File: config.mk
export PLATFORM = sky130hd
export DESIGN_NAME = swcyc_counter_bank
export DESIGN_NICKNAME = d
export VERILOG_FILES = /design/src/rtl/swcyc_pkg.sv /design/src/rtl/swcyc_sat_down.sv /design/src/rtl/swcyc_evt_latch.sv /design/src/rtl/swcyc_burst_gate.sv /design/src/rtl/swcyc_counter_bank.sv
export SDC_FILE = /design/constraint.sdc
export NUM_CORES = 1
export LEC_CHECK = 0
export BUFFER_PORTS_ARGS = -buffer_cell sky130_fd_sc_hd__buf_2
export CAP_MARGIN = 15
export CORE_ASPECT_RATIO = 0.75
export CORE_MARGIN = 2
export CORE_UTILIZATION = 50
export CTS_BUF_LIST = sky130_fd_sc_hd__clkbuf_4 sky130_fd_sc_hd__clkbuf_8
export CTS_CLUSTER_DIAMETER = 150
export DETAILED_ROUTE_END_ITERATION = 10
export PLACE_DENSITY_LB_ADDON = 0.2
export SLEW_MARGIN = 10
export SYNTH_ARGS = -nofsm -noshare
export SYNTH_HDL_FRONTEND = slang
export SYNTH_SLANG_ARGS = --single-unit
File: constraint.sdc
create_clock -name clk -period 2 [get_ports clk]
set_input_delay 0.2 -clock clk [delete_from_list [all_inputs] [get_ports clk]]
set_output_delay 0.2 -clock clk [all_outputs]
set_load 0.02 [all_outputs]
File: src/rtl/swcyc_pkg.sv
package swcyc_pkg;
    typedef enum logic [0:0] {
        GATE_RUN  = 1'b0,
        GATE_HALT = 1'b1
    } burst_gate_t;

    function automatic int max4(input int a, input int b, input int c, input int d);
        int m;
        m = a;
        if (b > m) m = b;
        if (c > m) m = c;
        if (d > m) m = d;
        return m;
    endfunction
endpackage

File: src/rtl/swcyc_sat_down.sv
module swcyc_sat_down #(
    parameter int W       = 4,
    parameter int LOAD    = 15,
    parameter int RST_VAL = 15
) (
    input  logic clk,
    input  logic rst_n,
    input  logic load,
    input  logic dec,
    output logic zero
);
    logic [W-1:0] cnt;

    always_ff @(posedge clk or negedge rst_n) begin
        if (!rst_n) begin
            cnt <= W'(RST_VAL);
        end else if (load) begin
            cnt <= W'(LOAD);
        end else if (dec && (cnt != '0)) begin
            cnt <= cnt - 1'b1;
        end
    end

    assign zero = (cnt == '0);
endmodule

File: src/rtl/swcyc_evt_latch.sv
module swcyc_evt_latch (
    input  logic clk,
    input  logic rst_n,
    input  logic evt,
    input  logic clr,
    output logic any
);
    logic seen;

    always_ff @(posedge clk or negedge rst_n) begin
        if (!rst_n) begin
            seen <= 1'b0;
        end else if (clr) begin
            seen <= 1'b0;
        end else if (evt) begin
            seen <= 1'b1;
        end
    end

    assign any = seen | evt;
endmodule

File: src/rtl/swcyc_burst_gate.sv
module swcyc_burst_gate
    import swcyc_pkg::*;
(
    input  logic clk,
    input  logic rst_n,
    input  logic burst_zero,
    input  logic fb_below,
    output logic stop
);
    burst_gate_t state, state_nx;

    always_comb begin
        state_nx = state;
        unique case (state)
            GATE_RUN:  if (burst_zero && fb_below) state_nx = GATE_HALT; // RUN_TO_HALT
            GATE_HALT: if (!fb_below)              state_nx = GATE_RUN;  // HALT_TO_RUN
            default:                               state_nx = GATE_RUN;
        endcase
    end

    always_ff @(posedge clk or negedge rst_n) begin
        if (!rst_n) state <= GATE_RUN;
        else        state <= state_nx;
    end

    always_comb begin
        unique case (state)
            GATE_HALT: stop = 1'b1;
            default:   stop = 1'b0;
        endcase
    end
endmodule

File: src/rtl/swcyc_counter_bank.sv
module swcyc_counter_bank
    import swcyc_pkg::*;
#(
    parameter int STARTUP_LOAD = 15,
    parameter int BURST_LOAD   = 15,
    parameter int OCP_LOAD     = 4,
    parameter int OVP_LOAD     = 3,
    parameter int CYC_W        = 8
) (
    input  logic             clk,
    input  logic             rst_n,
    input  logic             cycle_tick,
    input  logic             idle_entry,
    input  logic             gen_en,
    input  logic             ocp_evt,
    input  logic             ovp_evt,
    input  logic             fb_below_burst,
    output logic             startup_active,
    output logic             burst_expired,
    output logic             ocp_expired,
    output logic             ovp_expired,
    output logic             burst_stop,
    output logic [CYC_W-1:0] cycle_count
);
    localparam int MAX_LOAD = max4(STARTUP_LOAD, BURST_LOAD, OCP_LOAD, OVP_LOAD);
    localparam int CNT_W    = (MAX_LOAD < 2) ? 1 : $clog2(MAX_LOAD + 1);

    logic en_q, rise_pend, en_rise, st_load, st_zero, ocp_any;

    assign en_rise = gen_en & ~en_q;
    assign st_load = idle_entry & (rise_pend | en_rise);

    always_ff @(posedge clk or negedge rst_n) begin
        if (!rst_n) begin
            en_q      <= 1'b0;
            rise_pend <= 1'b0;
        end else begin
            en_q      <= gen_en;
            rise_pend <= idle_entry ? 1'b0 : (rise_pend | en_rise);
        end
    end

    swcyc_sat_down #(.W(CNT_W), .LOAD(STARTUP_LOAD), .RST_VAL(0)) u_startup (
        .clk(clk), .rst_n(rst_n), .load(st_load), .dec(cycle_tick), .zero(st_zero));

    swcyc_sat_down #(.W(CNT_W), .LOAD(BURST_LOAD), .RST_VAL(BURST_LOAD)) u_burst (
        .clk(clk), .rst_n(rst_n), .load(idle_entry), .dec(cycle_tick), .zero(burst_expired));

    swcyc_evt_latch u_ocp_latch (
        .clk(clk), .rst_n(rst_n), .evt(ocp_evt), .clr(cycle_tick | idle_entry), .any(ocp_any));

    swcyc_sat_down #(.W(CNT_W), .LOAD(OCP_LOAD), .RST_VAL(OCP_LOAD)) u_ocp (
        .clk(clk), .rst_n(rst_n), .load(idle_entry), .dec(cycle_tick & ocp_any), .zero(ocp_expired));

    swcyc_sat_down #(.W(CNT_W), .LOAD(OVP_LOAD), .RST_VAL(OVP_LOAD)) u_ovp (
        .clk(clk), .rst_n(rst_n), .load(idle_entry), .dec(ovp_evt), .zero(ovp_expired));

    assign startup_active = ~st_zero;

    always_ff @(posedge clk or negedge rst_n) begin
        if (!rst_n) begin
            cycle_count <= '0;
        end else if (idle_entry) begin
            cycle_count <= '0;
        end else if (cycle_tick && (cycle_count != '1)) begin
            cycle_count <= cycle_count + 1'b1;
        end
    end

    swcyc_burst_gate u_gate (
        .clk(clk), .rst_n(rst_n), .burst_zero(burst_expired),
        .fb_below(fb_below_burst), .stop(burst_stop));
endmodule

; Word level (Yosys, flattened, before mapping)
; Cells that the tools add are included.
[classes]
addsub = 5
n_eq_ne = 1
n_mux = 17
bitwise_logic = 9
reduce_logical = 20
[ops]
columns = op, count
row1 = two-way mux 4 bit, 8
row2 = zero test 4 bit, 4
row3 = two-way mux 8 bit, 2
row4 = nonzero test 4 bit, 4
row5 = subtractor 4 x 1 -> 4 bit (second input constant), 4
row6 = nonzero test 2 bit, 6
row7 = adder 8 x 1 -> 8 bit (second input constant), 1
row8 = inequality test 8 bit (second input constant), 1
row9 = logical AND 1 bit, 6
row10 = two-way mux 1 bit, 6
row11 = bitwise AND 1 bit, 3
row12 = inverter 1 bit, 3
row13 = OR 1 bit, 3
row14 = case mux 1 bit (2 select lines), 1
[totals]
regBits = 28
in_bits = 8

; Depth between registers and ports, before layout
[logic_depth]
word_depth = 5
depth_mapped = 6
mapped_depth_nobuf = 5

; Modules after synthesis
; A second synthesis with hierarchy kept.
[unflattened]
cells_unflattened = 148
hier_area_um2 = 1572.8
[modules_own_cells]
columns = mod, n_inst, cells_per_inst, area_per_inst_um2, seq_area_each_um2
row1 = swcyc_counter_bank, 1, 55, 570.5, 250.2
row2 = swcyc_sat_down at u_ovp, 1, 24, 249.0, 102.6
row3 = swcyc_sat_down at u_ocp, 1, 22, 236.5, 101.3
row4 = swcyc_sat_down at u_burst, 1, 21, 224.0, 105.1
row5 = swcyc_sat_down at u_startup, 1, 21, 219.0, 100.1
row6 = swcyc_evt_latch, 1, 3, 41.3, 25.0
row7 = swcyc_burst_gate, 1, 2, 32.5, 25.0

; Least setup slack after synthesis
; OpenSTA, ideal clock, no wires.
[synth_timing]
kind = reg-to-reg
startpoint = register u_ovp.cnt[0]
endpoint = register u_ovp.cnt[2]
setup_time_ns = 0.119
arrival_ns = 1.617
t_required_ns = 1.881
slack_ns = 0.264
path_stages_with_launch = 6
path_buffers = 0
period_less_slack_ns = 1.736
cell_sequence = dfstp_2 inv_1 ha_1 nor3b_1 nor4b_1 o21a_1
[synth_between]
elab_chain_cells = 3
word_cells_on_any_way = 6
cone_classes = 1 x add/sub / 2 x mux / 3 x reduce/logical
[synth_lines]
columns = item, line_no
row1 = from (decl), swcyc_sat_down.sv:12  ; logic [W-1:0] cnt;
row2 = from (signal assigned), swcyc_sat_down.sv:16  ; cnt <= W'(RST_VAL);
row3 = from (signal assigned), swcyc_sat_down.sv:18  ; cnt <= W'(LOAD);
row4 = from (signal assigned), swcyc_sat_down.sv:20  ; cnt <= cnt - 1'b1;
row5 = subtractor 4 x 1 -> 4 bit / nonzero test 4 bit (equally long branches), "swcyc_sat_down.sv:20, swcyc_sat_down.sv:19"
row6 = two-way mux 4 bit / logical AND 1 bit (equally long branches), swcyc_sat_down.sv:19  ; end else if (dec && (cnt != '0)) begin
row7 = two-way mux 4 bit / nonzero test 2 bit (equally long branches), --
; Several ways; a longest one is shown, not always the timed one. The select of a mux whose other input is x is not followed.
; A chain may end at the register's enable or synchronous reset.

; Worst setup path after layout
[layout_timing]
startpoint = register u_ocp.cnt[0]
endpoint = output port ocp_expired
[layout_between]
elab_chain_cells = 1
[layout_lines]
columns = item, line_no
row1 = from (decl), swcyc_sat_down.sv:12
row2 = from (signal assigned), swcyc_sat_down.sv:16
row3 = from (signal assigned), swcyc_sat_down.sv:18
row4 = from (signal assigned), swcyc_sat_down.sv:20
row5 = zero test 4 bit, swcyc_sat_down.sv:24  ; assign zero = (cnt == '0);
row6 = to (decl), swcyc_counter_bank.sv:20  ; output logic ocp_expired,
; Every way passes these cells.

==> results.md <==
- Category of cells accounting for the largest share of critical-path delay: simple AND/OR/NAND/NOR gates
- Number of antenna violations at the first check in global routing: 0
- RSZ-0062 raised after global routing: no
- CTS clk-pin slew, worst paths: 0.10 ns
- Final WS setup: 0.140 ns
- Critical path required time: 1.80 ns
- Mean post-synth cell area: between 9 and 10 µm²
- Total area of multi-input combinational cells: 687 µm²
- Avg WL per Cell: 15.1 µm
- Initial Util: 54.2%
- Overall via count from detail_route: 1219
- Final-layout fill cell count: ~230
- Min Clock Period, post-route: roughly 1.9 ns
- Global-route wire length before repair: 5310 µm
- Critical path class: reg -> out
- Run status: completed
- Largest family of logic cells by synthesized area: simple AND/OR/NAND/NOR gates
- Critical-path top delay cell: sky130_fd_sc_hd__nor3b_1
- Die ar.: 3360 µm²
- Worst-margin pin slew: around 0.63 ns
- Number of placed instances with taps included: just under 200
- Core utilization of the finished layout: between 60% and 70%
- Sum of internal, switching and leakage power: 1160 µW
- Commonest cells after routing, fill and taps aside: sky130_fd_sc_hd__dfrtp_1, sky130_fd_sc_hd__buf_2, sky130_fd_sc_hd__inv_1
- Final-layout setup total negative slack: 0 ns
- CTS Root Cell: sky130_fd_sc_hd__clkbuf_8
- Max_slew headroom: 58.3%
- Overall routed net length: 3090 µm
- Fraction of post-synthesis cell area in the top cell type by area: 36.1%
- Synth async-reset ratio: 100%
- Area overhead of the layout relative to synthesis: 13.8%
- Critical Path Max Stage Delay: 0.47 ns
- Overall overflow remaining after global route: 0
- IR Drop Worst-Case VDD: 581 µV
- Ant. Diodes: 0
- Xor-xnor portion of the synthesized cell area: 0%
- Total CTS buffers: 3
- Part of the Yosys area used for sequential elements: between 40% and 50%
- Number of buffers on the longest clock path: 2
- Post-synthesis cell count: 147
- First-pass iteration count of the detailed router: 4
- Number of placed I/O pins: 21
- Path class of the lowest-slack min-delay path: in -> reg
- NumNets Final: around 180
- Cell type with the largest total area after synthesis: sky130_fd_sc_hd__dfrtp_1
- Total count of hold-check failures in the final report: 0
- Mapped Nets: 161
- Drc violations: 0
- Crit-path cells: inv_1, ha_1, nor3b_1, buf_2
- Area share of and/or/nand/nor cells after synthesis: between 20% and 30%
- Total routing resource utilization after global routing: ~21%
- Post-synth EDFFs: 0
- Most common library cell in the layout ignoring fill and taps: sky130_fd_sc_hd__dfrtp_1
- Share of post-route cells with drive strength above 1: 22.0%
- Arrival @ worst endpoint: 1.66 ns
- Post-synthesis mux area share: 1.46%
- DP Wirelength: 2170 µm
- CTS tree: built
- Remaining antenna violation count: 0
- Count of buffers from port buffering: 20
- Number of flip-flops and latches in the synthesized netlist: 28
- Count of different cell masters after synthesis: 39
- Maximum level of the CTS H-tree: 1
- Mapped Area: 1460 µm²
- Yosys warning total: 0
- Final max-slew violation count: 0
- Clock latency on the worst-skew pair: 0.28 ns
- Setup Skew: 0.00275 ns
- Via count of the first global-routing pass: 1133
- Number of buffers inserted to repair setup after CTS: 0
- Max Clock Freq: about 540 MHz
- Ratio of final minimum period to clock period: 93.0%
- Largest net degree at the start of global routing: 29
- Die width: between 60 and 70 µm
- Site Rows: 16
- Area fraction in compound gates after synthesis: 18.9%
- Leading register cell type out of synthesis: sky130_fd_sc_hd__dfrtp_1
- Leading cell types by total area after synthesis: sky130_fd_sc_hd__dfrtp_1, sky130_fd_sc_hd__dfstp_2, sky130_fd_sc_hd__ha_1
- TritonCTS Sinks: 28
- Max-cap violation count: 0
- Register cell area after layout: a little over 700 µm²
- Ratio of total power to cell area: 702 nW/µm²
- Setup violation total in the final timing report: 0
- Routed vias/inst: approximately 6
- Worst setup timing slack at the placement stage: 0.397 ns
- Buf/Inv on CP: 2
- Gp weighted congestion: 0.760
- Critical Path End Type: output pin
- Final non-filler cell total: between 200 and 250
- Core box area: 2680 µm²
- Number of DRC markers in iteration 0: 112
- Adder-cell share of the synthesized area: 5.16%
- Critical path startpoint category: register
- Height of the die: 50.7 µm
- Largest fanout of any net on the critical path: 6
- Leak Pwr: 0.000792 µW
[flip-flops by register name (all words and copies together) (netlist names)]
| signal | flops |
|---|---|
| u_ovp.cnt | 4 |
| u_ocp.cnt | 4 |
| en_q | 1 |
| cycle_count | 8 |
| rise_pend | 1 |
| u_burst.cnt | 4 |
| u_ocp_latch.seen | 1 |
| u_startup.cnt | 4 |
| u_gate.state | 1 |
[worst paths after layout]
check	endpoint	slack [ns]	cells after the start	startpoint
setup / recovery	ocp_expired	0.14	4	u_ocp.cnt[0]
hold / removal	en_q	0.03	1	gen_en
max in group asynchronous	u_ocp.cnt[0]	1.13	2	rst_n
hold reg to reg	rise_pend	0.49	1	rise_pend
setup reg to reg	cycle_count[0]	0.37	4	cycle_count[0]
min in group asynchronous	cycle_count[7]	0.47	2	rst_n
[area by class of cell]
| type | instances | area share [%] |
|---|---|---|
| clock buffers | 4 | 3.33 |
| flip-flops and latches | 28 | 42.9 |
| repair buffers | 21 | 6.65 |
| multi-input cells | 102 | 41.5 |
| inverters | 13 | 2.95 |
| well taps | 36 | 2.72 |
[power breakdown]
part           internal (µW)  switching, µW  total [µW]  leakage (µW)
sequential               612           34.5         646      0.000345
combinational           64.4           97.1         162      0.000419
clock                    176            178         355     0.0000288
[worst reg2reg max path: stages (launching register included)]
cell and delay (ns):
sky130_fd_sc_hd__dfrtp_1 0.43, sky130_fd_sc_hd__ha_1 0.25, sky130_fd_sc_hd__and3_1 0.23, sky130_fd_sc_hd__a21oi_1 0.24, sky130_fd_sc_hd__mux2_2 0.36
[layer usage]
layer,GRT usage [%],up-vias,part of all wire [%],routed length [µm]
met5,0,-,0,0
met4,5.10,0,0.68,21
met3,4.48,4,4.1,127
met2,34.2,27,49,1510
met1,27.8,599,46,1430
li1,-,589,-,-
[cells in the mapped netlist, drive strengths merged (2+ instances only)]
master	instances
a21oi	12
and3	4
or3b	2
clkbuf	4
nand3	7
o311ai	3
and4	4
dfstp	7
a311oi	2
or3	8
nor2b	4
nor2	2
a31oi	2
o21a	3
nor3	3
nand4	2
ha	6
nand2	5
nor3b	3
dfrtp	21
a211oi	2
o21ai	15
inv	13
[logic make-up after synthesis]
family | Yosys count
adders and majority gates | 6
buffers and inverters | 17
muxes | 2
AOI/OAI and AO/OA | 44
and+or+nand+nor | 50
DFF | 28
[per-stage QoR]
step	area, µm²	hold slack (ns)
after floorplan	1460	-0.0956
after global placement	1590	0.241
after detailed placement	1590	0.258
after CTS	1650	0.0355
after global routing	1660	0.0370
final	1660	0.0327
[timing repair]
action,CTS,global route
hold buffers,1,0
resized for setup,0,1
hold endpoints to repair,21,0
endpoints found under the setup margin,0,1
(Power assumes the default switching activity.)
